===== config.mk =====
export PLATFORM = sky130hd
export DESIGN_NAME = pga_spi_ctrl
export DESIGN_NICKNAME = d
export VERILOG_FILES = /design/src/rtl/pga_spi_pkg.sv /design/src/rtl/pga_sync.sv /design/src/rtl/pga_spi_rx.sv /design/src/rtl/pga_cmd_regs.sv /design/src/rtl/pga_spi_ctrl.sv
export SDC_FILE = /design/constraint.sdc
export NUM_CORES = 1
export LEC_CHECK = 0
export BUFFER_PORTS_ARGS = -buffer_cell sky130_fd_sc_hd__buf_2
export CORE_UTILIZATION = 53
export CTS_BUF_LIST = sky130_fd_sc_hd__clkbuf_4
export DETAILED_ROUTE_END_ITERATION = 6
export PLACE_DENSITY = 0.84
export SYNTH_ARGS = -nofsm -noshare
export SYNTH_HDL_FRONTEND = slang
export SYNTH_SLANG_ARGS = --single-unit

===== constraint.sdc =====
create_clock -name clk -period 1.6 [get_ports clk]
set_clock_uncertainty 0.15 [all_clocks]
set_input_delay 0.48 -clock clk [delete_from_list [all_inputs] [get_ports clk]]
set_output_delay 0.48 -clock clk [all_outputs]
set_load 0.02 [all_outputs]

===== src/rtl/pga_spi_pkg.sv =====
`timescale 1ns/1ps
package pga_spi_pkg;
  localparam int FRAME_BITS = 16;
  localparam int DATA_W     = 8;
  localparam int OPC_MSB    = FRAME_BITS - 1;
  localparam int OPC_LSB    = FRAME_BITS - 3;
  localparam int SEL_BIT    = DATA_W;

  localparam logic [2:0] OPC_SLEEP = 3'b001;
  localparam logic [2:0] OPC_LOAD  = 3'b010;

  typedef enum logic [1:0] {
    ACT_NONE  = 2'd0,
    ACT_SLEEP = 2'd1,
    ACT_LOAD  = 2'd2
  } act_e;

  typedef struct packed {
    act_e              act;
    logic              sel_chan;
    logic [DATA_W-1:0] data;
  } op_t;

  function automatic op_t decode_word(input logic [FRAME_BITS-1:0] w);
    op_t o;
    o.sel_chan = w[SEL_BIT];
    o.data     = w[DATA_W-1:0];
    case (w[OPC_MSB:OPC_LSB])
      OPC_SLEEP: o.act = ACT_SLEEP;
      OPC_LOAD:  o.act = ACT_LOAD;
      default:   o.act = ACT_NONE;
    endcase
    return o;
  endfunction
endpackage


===== src/rtl/pga_sync.sv =====
`timescale 1ns/1ps
module pga_sync #(
  parameter int               WIDTH   = 1,
  parameter int               STAGES  = 2,
  parameter logic [WIDTH-1:0] RST_VAL = '0
) (
  input  logic             clk,
  input  logic             rst_n,
  input  logic [WIDTH-1:0] d,
  output logic [WIDTH-1:0] q
);
  logic [WIDTH-1:0] stg [STAGES];

  for (genvar s = 0; s < STAGES; s++) begin : g_stage
    always_ff @(posedge clk) begin
      if (!rst_n)      stg[s] <= RST_VAL;
      else if (s == 0) stg[s] <= d;
      else             stg[s] <= stg[(s > 0) ? s - 1 : 0];
    end
  end

  assign q = stg[STAGES-1];
endmodule


===== src/rtl/pga_spi_rx.sv =====
`timescale 1ns/1ps
module pga_spi_rx
  import pga_spi_pkg::*;
#(
  parameter int NBITS = FRAME_BITS
) (
  input  logic             clk,
  input  logic             rst_n,
  input  logic             csn_s,
  input  logic             sck_s,
  input  logic             mosi_s,
  output logic             cs_rise,
  output logic             frame_full,
  output logic             frame_vld,
  output logic [NBITS-1:0] frame_word
);
  localparam int CNT_W   = $clog2(NBITS + 2);
  localparam int CNT_TOP = NBITS + 1;

  logic             csn_q, sck_q;
  logic             cs_fall, sck_rise;
  logic [CNT_W-1:0] bit_cnt;
  logic [NBITS-1:0] shreg;

  always_ff @(posedge clk) begin
    if (!rst_n) begin
      csn_q <= 1'b1;
      sck_q <= 1'b0;
    end else begin
      csn_q <= csn_s;
      sck_q <= sck_s;
    end
  end

  assign cs_fall  = csn_q & ~csn_s;
  assign cs_rise  = ~csn_q & csn_s;
  assign sck_rise = ~sck_q & sck_s & ~csn_s;

  always_ff @(posedge clk) begin
    if (!rst_n) begin
      bit_cnt <= '0;
    end else if (cs_fall || cs_rise) begin
      bit_cnt <= '0;
    end else if (sck_rise && (bit_cnt != CNT_W'(CNT_TOP))) begin
      bit_cnt <= bit_cnt + 1'b1;
    end
  end

  always_ff @(posedge clk) begin
    if (!rst_n)        shreg <= '0;
    else if (sck_rise) shreg <= {shreg[NBITS-2:0], mosi_s};
  end

  assign frame_full = (bit_cnt == CNT_W'(NBITS));
  assign frame_vld  = cs_rise & frame_full;
  assign frame_word = shreg;
endmodule


===== src/rtl/pga_cmd_regs.sv =====
`timescale 1ns/1ps
module pga_cmd_regs
  import pga_spi_pkg::*;
(
  input  logic                  clk,
  input  logic                  rst_n,
  input  logic                  frame_vld,
  input  logic [FRAME_BITS-1:0] frame_word,
  output logic [DATA_W-1:0]     gain_code,
  output logic [DATA_W-1:0]     chan_code,
  output logic                  shdn,
  output logic                  upd_pulse
);
  op_t op;
  logic load_gain, load_chan;

  assign op        = decode_word(frame_word);
  assign load_gain = frame_vld && (op.act == ACT_LOAD) && !op.sel_chan;
  assign load_chan = frame_vld && (op.act == ACT_LOAD) &&  op.sel_chan;

  always_ff @(posedge clk) begin
    if (load_gain) gain_code <= op.data;
    if (load_chan) chan_code <= op.data;
  end

  always_ff @(posedge clk) begin
    if (!rst_n) begin
      shdn      <= 1'b0;
      upd_pulse <= 1'b0;
    end else begin
      upd_pulse <= frame_vld;
      if (frame_vld) begin
        case (op.act)
          ACT_SLEEP: shdn <= 1'b1;
          ACT_LOAD:  shdn <= 1'b0;
          default:   shdn <= shdn;
        endcase
      end
    end
  end
endmodule


===== src/rtl/pga_spi_ctrl.sv =====
`timescale 1ns/1ps
module pga_spi_ctrl
  import pga_spi_pkg::*;
#(
  parameter int SYNC_STAGES = 2
) (
  input  logic              clk,
  input  logic              rst_n,
  input  logic              spi_csn,
  input  logic              spi_sck,
  input  logic              spi_mosi,
  output logic [DATA_W-1:0] gain_code,
  output logic [DATA_W-1:0] chan_code,
  output logic              shdn,
  output logic              upd_pulse
);
  logic [2:0]            pins_s;
  logic                  cs_rise, frame_full, frame_vld;
  logic [FRAME_BITS-1:0] frame_word;

  pga_sync #(
    .WIDTH  (3),
    .STAGES (SYNC_STAGES),
    .RST_VAL(3'b100)
  ) u_sync (
    .clk  (clk),
    .rst_n(rst_n),
    .d    ({spi_csn, spi_sck, spi_mosi}),
    .q    (pins_s)
  );

  pga_spi_rx #(.NBITS(FRAME_BITS)) u_rx (
    .clk       (clk),
    .rst_n     (rst_n),
    .csn_s     (pins_s[2]),
    .sck_s     (pins_s[1]),
    .mosi_s    (pins_s[0]),
    .cs_rise   (cs_rise),
    .frame_full(frame_full),
    .frame_vld (frame_vld),
    .frame_word(frame_word)
  );

  pga_cmd_regs u_regs (
    .clk       (clk),
    .rst_n     (rst_n),
    .frame_vld (frame_vld),
    .frame_word(frame_word),
    .gain_code (gain_code),
    .chan_code (chan_code),
    .shdn      (shdn),
    .upd_pulse (upd_pulse)
  );
endmodule


==> results of run 1 <==
## per-layer routing
layer / vias up / part of all wire [%]
li1: 591 / -
met1: 542 / 40
met2: 28 / 55
met3: 4 / 4.1
met4: 0 / 1.3
met5: - / 0
## how the worst min path moves through the flow
stage                                 from                     endpoint  slack [ns]  depth (start not counted)
6_report                           spi_csn  u_sync.stg[0][2]$_SDFF_PN1_        0.16                          2
5_1_grt                            spi_csn  u_sync.stg[0][2]$_SDFF_PN1_        0.14                          2
4_1_cts                            spi_csn  u_sync.stg[0][2]$_SDFF_PN1_        0.16                          2
3_5_place_dp   u_sync.stg[0][2]$_SDFF_PN1_  u_sync.stg[1][2]$_SDFF_PN1_        0.26                          1
3_3_place_gp   u_sync.stg[0][2]$_SDFF_PN1_  u_sync.stg[1][2]$_SDFF_PN1_        0.25                          1
2_1_floorplan  u_sync.stg[0][2]$_SDFF_PN1_  u_sync.stg[1][2]$_SDFF_PN1_        0.24                          1
## area by class of cell
| cell class | count | area (um^2) | area share [%] |
|---|---|---|---|
| Tap cell | 44 | 55.1 | 2.66 |
| Inverter | 3 | 11.3 | 0.545 |
| Clock inverter | 3 | 43.8 | 2.12 |
| Timing Repair Buffer | 37 | 229 | 11.1 |
| Sequential cell | 47 | 1110 | 53.6 |
| Multi-Input combinational cell | 95 | 582 | 28.1 |
| Clock buffer | 5 | 37.5 | 1.82 |
## critical path: cells and delay by family (launching register included)
| family | cells | cell delay [ns] |
|---|---|---|
| simple gates | 2 | 0.93 |
| flops | 1 | 0.35 |
| compound gates | 1 | 0.08 |
## stage by stage
step / setup WS (ns) / total power [mW] / TNS [ns]
6_report: 0.00334 / 1.97 / 0
4_1_cts: -0.00615 / 1.99 / -0.00615
3_5_place_dp: -0.0656 / 1.31 / -0.569
2_1_floorplan: 0.0349 / 1.29 / 0
3_3_place_gp: 0.0213 / 1.30 / 0
5_1_grt: -0.0351 / 2.06 / -0.181
## power breakdown
part           switching, mW  internal, mW
clock                  0.363         0.329
sequential           0.00361          1.23
combinational         0.0200        0.0245
## sequential cells by signal, indices dropped and copies added, names as in the netlist
register / flops
u_rx.bit_cnt: 5
u_rx.sck_q: 1
u_regs.shdn: 1
u_regs.gain_code: 8
u_regs.chan_code: 8
u_regs.upd_pulse: 1
u_rx.csn_q: 1
u_rx.frame_word: 16
u_sync.stg: 6
## cell usage in the layout (no fill, tap or decap), types with 2 or more instances in the layout
cell / Yosys / final
inv_1: 3 / 2
nor2_1: 3 / 3
nand2b_1: 3 / 3
buf_4: 0 / 15
nor3b_2: 1 / 2
buf_2: 1 / 21
nand3_1: 2 / 2
dfxtp_2: 0 / 6
and3b_1: 2 / 2
nand2_1: 36 / 36
dfxtp_1: 31 / 25
a21oi_1: 5 / 5
edfxtp_1: 16 / 16
and2_1: 6 / 6
clkbuf_4: 0 / 5
or3_1: 4 / 4
ha_1: 5 / 5
o21ai_1: 2 / 2
a21boi_1: 16 / 16
## logic make-up after synthesis
group	after synthesis	synth area share [%]
compound gates	25	9.83
simple gates	65	20.1
flops	47	64.6
buf+inv	8	1.83
fa+ha+maj	5	3.67
## repair_timing
action | CTS | global route
hold endpoints to repair | 0 | 0
setup endpoints to repair | 9 | 6
pin swaps | 2 | 2
cloned | 0 | 0
buffers inserted | 3 | 0
gates resized for setup | 8 | 5
==> impl_metrics.env, run 1 <==
export IMPL_cp_max_fo=5
export IMPL_core_area_um2=3050
export IMPL_vias=1165
export IMPL_critPathArrivalTime_ns=1.72
export IMPL_fmax_mhz=626
export IMPL_grt_max_degree=27
export IMPL_gp_congestion=0.747
export IMPL_hold_class="input pin to flop"
export IMPL_drv_slew=0
export IMPL_slowest_delay_ns=0.52
export IMPL_drive_gt1_share_pct=30.0
export IMPL_yosys_area_top_type_share_pct=36.4
export IMPL_antenna_found_initial=0
export IMPL_avgSynthCellArea_um2=11.4
export IMPL_layout_cells_non_filler=234
export IMPL_fillers=253
export IMPL_h_tree_depth=2
export IMPL_reg2reg_slack_ns=0.003
export IMPL_maxCapViolCount=0
export IMPL_die_w_um=58.7
export IMPL_yosys_warnings=0
export IMPL_yosysSeqAreaShare_pct=64.6
export IMPL_path_cells="or3b_4, or4b_1, o31ai_1"
export IMPL_tightestPinTransition_ns=0.214
export IMPL_max_vdd_ir_drop_uv=608
export IMPL_fp_dieArea_um2=3450
export IMPL_drc=0
export IMPL_end_kind="flop"
export IMPL_cts_buffers=5
export IMPL_fin_util_pct=67.7
export IMPL_grt_overflow_total=0
export IMPL_ff2ff_path_depth=3
export IMPL_fin_nets=199
export IMPL_place_area_um2=1940
export IMPL_rows=20
export IMPL_finalHoldViolCount=0
export IMPL_dieHeight_um=58.7
export IMPL_ys_top_cells_by_count="nand2_1 (36), dfxtp_1 (31), a21boi_1 (16), edfxtp_1 (16), and2_1 (6)"
export IMPL_r2r_start="u_rx.sck_q$_SDFF_PN0_"
export IMPL_cts_buffer_depth=2
export IMPL_cellLeakagePower_nw=0.801
export IMPL_firstDrtPassIters=4
export IMPL_grt_pass1_wl_um=4420
export IMPL_clkSinkCount=47
export IMPL_reg2reg_to="u_rx.bit_cnt[1]$_SDFFE_PP0P_"
export IMPL_clkLatencyLatePin_ns=0.36
export IMPL_synth_area_leaders="dfxtp_1 (36%), edfxtp_1 (28%), nand2_1 (7.9%)"
export IMPL_clk_pin_slew_worst_paths_ns=0.13
export IMPL_ios=23
export IMPL_ant_nets=0
export IMPL_powerDensity_nw_per_um2=955
export IMPL_slew_headroom_pct=85.6
export IMPL_crit_required_ns=1.72
export IMPL_routed_wl_um=2730
export IMPL_grt_pass1_vias=1093
export IMPL_numPortBuffers=22
export IMPL_start_kind="flop"
export IMPL_grtUsageMet2_pct=33.0
export IMPL_synth_cell_area_um2=1710
export IMPL_ys_types=28
export IMPL_gr_usage_met3_pct=6.59
export IMPL_fin_crit_sh_pct=99.8
export IMPL_cpMaxStageDelayCell="or4b_1"
export IMPL_syn_inst=150
export IMPL_status="finished clean"
export IMPL_critical_path_endpoint="u_rx.bit_cnt[1]$_SDFFE_PP0P_"
export IMPL_track_usage_pct=17.8
export IMPL_placed_cells=223
export IMPL_ys_ff_latch=47
export IMPL_cts_tree="yes"
export IMPL_synth_nets=160
export IMPL_dp_final_hpwl_um=1890
export IMPL_insertedDiodeCount=0
export IMPL_hold_worst_slack_ns=0.161
export IMPL_drt_iter0_drc=24
export IMPL_routed_via_density=4.98
export IMPL_wl_per_cell_um=11.7
export IMPL_cp_startpoint="u_rx.sck_q$_SDFF_PN0_"
export IMPL_final_area_um2=2070
export IMPL_initial_utilization_pct=55.9
export IMPL_grt_use_met1_pct=17.4
export IMPL_finalCriticalPeriod_ns=1.60
export IMPL_ys_flop_type="dfxtp_1"
export IMPL_synth_edf_count=16
export IMPL_grt_busiest_layer="met2"
export IMPL_syn_to_final_growth_pct=21.2
export IMPL_root_buffer="clkbuf_4"
export IMPL_synth_most_common_cell="nand2_1"
export IMPL_crit_type="flop to flop"
export IMPL_async_reset_ff_share_pct=0
export IMPL_rsz0062_at_grt="true"
export IMPL_cts_hold_buf=0
export IMPL_setup_viol=0
export IMPL_synth_largest_area_cell="dfxtp_1"
Note: power is estimated with default switching activity, not from simulation.
==> run 2, diff against run 1 <==
--- a/config.mk
+++ b/config.mk
@@ -12,4 +12,5 @@
 export PLACE_DENSITY = 0.84
 export SYNTH_ARGS = -nofsm -noshare
 export SYNTH_HDL_FRONTEND = slang
+export SYNTH_HIERARCHICAL = 1
 export SYNTH_SLANG_ARGS = --single-unit
==> impl_metrics.env, run 2 <==
export IMPL_status="finished with violations"
export IMPL_violations="negative setup slack"
export IMPL_reg2reg_slack_ns=-0.13
export IMPL_grt_pass1_vias=1052
export IMPL_finalHoldViolCount=0
export IMPL_cts_buffer_depth=2
export IMPL_drive_gt1_share_pct=35.6
export IMPL_layout_setup_ws_ns=-0.126
export IMPL_synth_area_leaders="dfxtp_1 (36%), edfxtp_1 (28%), nand2_1 (8.2%)"
export IMPL_yosys_area_top_type_share_pct=36.5
export IMPL_yosysSeqAreaShare_pct=64.7
export IMPL_hold_worst_slack_ns=0.151
export IMPL_cts_tree="yes"
export IMPL_fin_nets=197
export IMPL_grt_overflow_total=0
export IMPL_tns_ns=-1.18
export IMPL_routed_via_density=5.05
export IMPL_fp_dieArea_um2=3440
export IMPL_ff2ff_path_depth=5
export IMPL_slew_headroom_pct=82.9
export IMPL_initial_utilization_pct=55.7
export IMPL_synth_largest_area_cell="dfxtp_1"
export IMPL_synth_most_common_cell="nand2_1"
export IMPL_routed_wl_um=2900
export IMPL_ys_flop_type="dfxtp_1"
export IMPL_largest_reg_flops=16
export IMPL_die_w_um=58.7
export IMPL_dieHeight_um=58.7
export IMPL_cts_buffers=5
export IMPL_synth_cell_area_um2=1700
export IMPL_path_buf_inv=1
export IMPL_crit_required_ns=1.71
export IMPL_path_cells="inv_4, ha_2, and4bb_2, or4b_1, o31ai_1"
export IMPL_critPathArrivalTime_ns=1.83
export IMPL_slowest_delay_ns=0.53
export IMPL_multi_input_area_um2=658
export IMPL_reg2reg_to="u_rx/bit_cnt[1]$_SDFFE_PP0P_"
export IMPL_cp_max_fo=3
export IMPL_finalCriticalPeriod_ns=1.73
export IMPL_antenna_found_initial=0
export IMPL_core_area_um2=3050
export IMPL_gp_congestion=0.769
export IMPL_grt_pass1_wl_um=4430
export IMPL_fin_crit_sh_pct=108
export IMPL_dp_final_hpwl_um=1960
export IMPL_max_vdd_ir_drop_uv=726
export IMPL_ys_types=28
export IMPL_vias=1171
export IMPL_maxCapViolCount=0
export IMPL_setup_viol=19
export IMPL_firstDrtPassIters=4
export IMPL_hold_class="input pin to flop"
export IMPL_grt_busiest_layer="met2"
export IMPL_synth_nets=159
export IMPL_rsz0062_at_grt="true"
export IMPL_gr_usage_met3_pct=5.93
export IMPL_drv_slew=0
export IMPL_final_cell_mix="nand2_1 (35), dfxtp_1 (27), buf_2 (22), edfxtp_1 (16), a21boi_1 (16)"
export IMPL_track_usage_pct=17.7
export IMPL_avgSynthCellArea_um2=11.4
export IMPL_r2r_start="u_rx/bit_cnt[1]$_SDFFE_PP0P_"
export IMPL_path_delay_family="simple AND/OR/NAND/NOR gates"
export IMPL_yosys_warnings=6
export IMPL_wl_per_cell_um=12.5
export IMPL_grtUsageMet2_pct=32.5
export IMPL_crit_type="flop to flop"
export IMPL_powerDensity_nw_per_um2=986
export IMPL_tightestPinTransition_ns=0.256
export IMPL_start_kind="flop"
export IMPL_end_kind="flop"
export IMPL_syn_inst=149
export IMPL_rows=20
export IMPL_cpMaxStageDelayCell="or4b_1"
export IMPL_final_common_cell="nand2_1"
export IMPL_ios=23
export IMPL_drt_iter0_drc=20
export IMPL_fin_util_pct=70.4
export IMPL_numPortBuffers=22
export IMPL_cts_hold_buf=0
export IMPL_cellLeakagePower_nw=0.824
export IMPL_insertedDiodeCount=0
export IMPL_fmax_mhz=579
export IMPL_drc=0
export IMPL_grt_max_degree=27
export IMPL_async_reset_ff_share_pct=0
export IMPL_clkLatencyLatePin_ns=0.35
export IMPL_grt_use_met1_pct=18.6
export IMPL_syn_to_final_growth_pct=26.3
export IMPL_pre_cts_slack_ns=-0.129
export IMPL_root_buffer="clkbuf_4"
export IMPL_synth_edf_count=16
export IMPL_h_tree_depth=2
export IMPL_clk_pin_slew_worst_paths_ns=0.12
export IMPL_fillers=248
export IMPL_ant_nets=0
export IMPL_min_to="u_sync/stg[0][2]$_SDFF_PN1_"
export IMPL_ys_top_cells_by_count="nand2_1 (37), dfxtp_1 (31), a21boi_1 (16), edfxtp_1 (16), and2_1 (7)"
export IMPL_ys_ff_latch=47
export IMPL_min_from="spi_csn"
export IMPL_whs_path_depth=2
export IMPL_seq_area_um2=1110
export IMPL_clkSinkCount=47
run 2: per-stage QoR:
step	cell area (um^2)	power, mW	cells
2_1_floorplan	1710	1.28	149
3_3_place_gp	1930	1.30	221
3_5_place_dp	1930	1.30	221
4_1_cts	2090	2.14	232
5_1_grt	2150	2.20	232
6_report	2150	2.12	232
run 2: worst max path at each step:
| stage | startpoint | to | depth (start not counted) |
|---|---|---|---|
| floorplan | u_rx/bit_cnt[1]$_SDFFE_PP0P_ | u_regs/gain_code[0]$_DFFE_PP_ | 7 |
| global placement | u_rx/bit_cnt[1]$_SDFFE_PP0P_ | u_regs/gain_code[0]$_DFFE_PP_ | 7 |
| detailed placement | u_rx/bit_cnt[1]$_SDFFE_PP0P_ | u_regs/gain_code[0]$_DFFE_PP_ | 7 |
| CTS | u_rx/bit_cnt[1]$_SDFFE_PP0P_ | u_rx/bit_cnt[1]$_SDFFE_PP0P_ | 5 |
| global route | u_rx/bit_cnt[1]$_SDFFE_PP0P_ | u_rx/bit_cnt[1]$_SDFFE_PP0P_ | 5 |
| finish | u_rx/bit_cnt[1]$_SDFFE_PP0P_ | u_rx/bit_cnt[1]$_SDFFE_PP0P_ | 5 |
run 2: layout make-up:
cell class	count	share of cell area (%)
clock buffers	5	1.75
well taps	44	2.56
clock inverters	3	3.14
repair buffers	35	9.84
multi-input cells	95	30.6
flip-flops and latches	47	51.5
inverters	3	0.640
run 2: metal layers:
metal  vias up  wire [um]
met5         -          0
met4         0         51
met3        10        118
met2        31       1500
met1       546       1230
li1        584          -
run 2: logic make-up (layout without fill, tap and decap cells):
logic type,Yosys count,in the layout,share of synthesized area [%]
fa+ha+maj,5,5,3.68
compound gates,25,25,10.1
flops,47,47,64.7
simple gates,65,65,19.7
buf+inv,7,46,1.76
run 2: power by group:
| group | switching, mW | internal, mW | total (mW) |
|---|---|---|---|
| sequential | 0.00388 | 1.23 | 1.24 |
| combinational | 0.0193 | 0.0228 | 0.0421 |
| clock | 0.355 | 0.486 | 0.840 |
| total | 0.378 | 1.74 | 2.12 |
run 2: repair_timing:
item,4_1_cts,5_1_grt
resized for setup,11,15
setup buffers,3,1
setup endpoints to repair,18,21
pin swaps,3,9
==> run 3, diff against run 2 <==
--- a/config.mk
+++ b/config.mk
@@ -6,10 +6,11 @@
 export NUM_CORES = 1
 export LEC_CHECK = 0
 export BUFFER_PORTS_ARGS = -buffer_cell sky130_fd_sc_hd__buf_2
-export CORE_UTILIZATION = 53
+export CORE_UTILIZATION = 58
 export CTS_BUF_LIST = sky130_fd_sc_hd__clkbuf_4
 export DETAILED_ROUTE_END_ITERATION = 6
-export PLACE_DENSITY = 0.84
+export MAX_ROUTING_LAYER = met4
+export PLACE_DENSITY = 0.87
 export SYNTH_ARGS = -nofsm -noshare
 export SYNTH_HDL_FRONTEND = slang
 export SYNTH_HIERARCHICAL = 1
==> constraint.sdc (replaced) <==
create_clock -name clk -period 1.8 [get_ports clk]
set_clock_uncertainty 0.15 [all_clocks]
set_input_delay 0.54 -clock clk [delete_from_list [all_inputs] [get_ports clk]]
set_output_delay 0.54 -clock clk [all_outputs]
set_load 0.02 [all_outputs]
==> impl_metrics.env, run 3 (same netlist as run 2, synthesis figures left out) <==
export IMPL_status="finished clean"
export IMPL_ios=23
export IMPL_rows=19
export IMPL_cp_max_fo=5
export IMPL_fin_nets=192
export IMPL_dieHeight_um=56.2
export IMPL_dp_final_hpwl_um=1890
export IMPL_pre_cts_slack_ns=-0.0468
export IMPL_ant_nets=0
export IMPL_cellLeakagePower_nw=0.752
export IMPL_largest_reg_flops=16
export IMPL_multi_input_area_um2=579
export IMPL_firstDrtPassIters=4
export IMPL_cts_hold_buf=0
export IMPL_numPortBuffers=22
export IMPL_crit_type="flop to flop"
export IMPL_fin_crit_sh_pct=97.9
export IMPL_cts_buffer_depth=2
export IMPL_maxCapViolCount=0
export IMPL_clkLatencyLatePin_ns=0.36
export IMPL_powerDensity_nw_per_um2=826
export IMPL_clkSinkCount=47
export IMPL_final_cell_mix="nand2_1 (37), dfxtp_1 (30), buf_2 (22), edfxtp_1 (16), a21boi_1 (16)"
export IMPL_grt_pass1_vias=1089
export IMPL_drv_slew=0
export IMPL_fmax_mhz=568
export IMPL_end_kind="flop"
export IMPL_insertedDiodeCount=0
export IMPL_track_usage_pct=19.7
export IMPL_final_common_cell="nand2_1"
export IMPL_antenna_found_initial=0
export IMPL_die_w_um=56.2
export IMPL_hold_class="input pin to flop"
export IMPL_routed_via_density=5.39
export IMPL_seq_area_um2=1100
export IMPL_grt_overflow_total=0
export IMPL_finalPower_mw=1.62
export IMPL_routed_wl_um=2820
export IMPL_h_tree_depth=2
export IMPL_root_buffer="clkbuf_4"
export IMPL_initial_utilization_pct=61.7
export IMPL_drc=0
export IMPL_finalHoldViolCount=0
export IMPL_cts_buffers=5
export IMPL_grt_max_degree=27
export IMPL_syn_to_final_growth_pct=15.2
export IMPL_wl_per_cell_um=13.2
export IMPL_slew_headroom_pct=86.7
export IMPL_core_area_um2=2760
export IMPL_hold_worst_slack_ns=0.217
export IMPL_grt_pass1_wl_um=4520
export IMPL_setup_viol=0
export IMPL_crit_required_ns=1.92
export IMPL_start_kind="flop"
export IMPL_fillers=197
export IMPL_gp_congestion=0.785
export IMPL_fp_dieArea_um2=3150
export IMPL_max_vdd_ir_drop_uv=835
export IMPL_tightestPinTransition_ns=0.200
export IMPL_finalCriticalPeriod_ns=1.76
export IMPL_drt_iter0_drc=25
export IMPL_clk_pin_slew_worst_paths_ns=0.11
export IMPL_vias=1153
export IMPL_critPathArrivalTime_ns=1.88
export IMPL_drive_gt1_share_pct=24.6
export IMPL_layout_setup_ws_ns=0.0382
export IMPL_cts_tree="yes"
[run 3: cell count changes in the layout (fill, tap and decap cells not counted), moves of 2 or more]
cell       delta
dfxtp_1       +3
ha_4          -2
bufinv_16     -2
or3b_4        -2
buf_4         -4
a21oi_2       -2
nand2_1       +2
a21oi_1       +2
ha_1          +3
dfxtp_2       -3
or3b_1        +2
[run 3: critical path, stage by stage (launching register included)]
cell      delay (ns)
dfxtp_2         0.34
buf_4           0.15
ha_1            0.19
and4bb_2        0.25
or4b_1          0.53
o31ai_2         0.08
[run 3: area by class of cell]
cell class,instances,area share [%]
clock buffer,6,2.30
tap,31,1.98
timing repair buffer,30,8.68
clock inverter,2,0.702
multi-input combinational,95,29.5
sequential,47,56.2
inverter,3,0.574
[run 3: through the flow]
| step | area [um^2] | cells | utilization (%) | setup TNS [ns] |
|---|---|---|---|---|
| final | 1960 | 214 | 71.1 | 0 |
| after global routing | 1960 | 214 | 71.1 | -0.00635 |
| after CTS | 1940 | 213 | 70.5 | 0 |
| after detailed placement | 1880 | 205 | 68.3 | -0.374 |
| after global placement | 1880 | 205 | 68.3 | 0 |
| after floorplan | 1700 | 149 | - | 0 |
[run 3: report_power, final]
group	total, mW	internal, mW	leakage (nW)	switching [mW]
clock	0.484	0.169	0.0356	0.315
combinational	0.0349	0.0183	0.317	0.0165
sequential	1.10	1.10	0.400	0.00358
[run 3: per-layer routing]
metal	vias to the layer above	GRT usage (%)	share of wire (%)
met3	5	5.12	5.1
li1	573	-	-
met2	31	32.8	50
met1	544	20.7	43
met4	0	12.5	1.6
met5	-	-	0
[run 3: final timing paths]
| path | slack, ns | to | cells past startpoint | start |
|---|---|---|---|---|
| worst max-delay path | 0.04 | u_rx/bit_cnt[1]$_SDFFE_PP0P_ | 5 | u_rx/bit_cnt[0]$_SDFFE_PP0P_ |
| worst min-delay path | 0.22 | u_sync/stg[0][2]$_SDFF_PN1_ | 2 | spi_csn |
| worst max register to register | 0.04 | u_rx/bit_cnt[1]$_SDFFE_PP0P_ | 5 | u_rx/bit_cnt[0]$_SDFFE_PP0P_ |
| worst min register to register | 0.28 | u_sync/stg[1][2]$_SDFF_PN1_ | 1 | u_sync/stg[0][2]$_SDFF_PN1_ |
[run 3: repair_timing]
action,4_1_cts,5_1_grt
buffers inserted,0,1
resized for setup,1,5
setup endpoints to repair,8,17
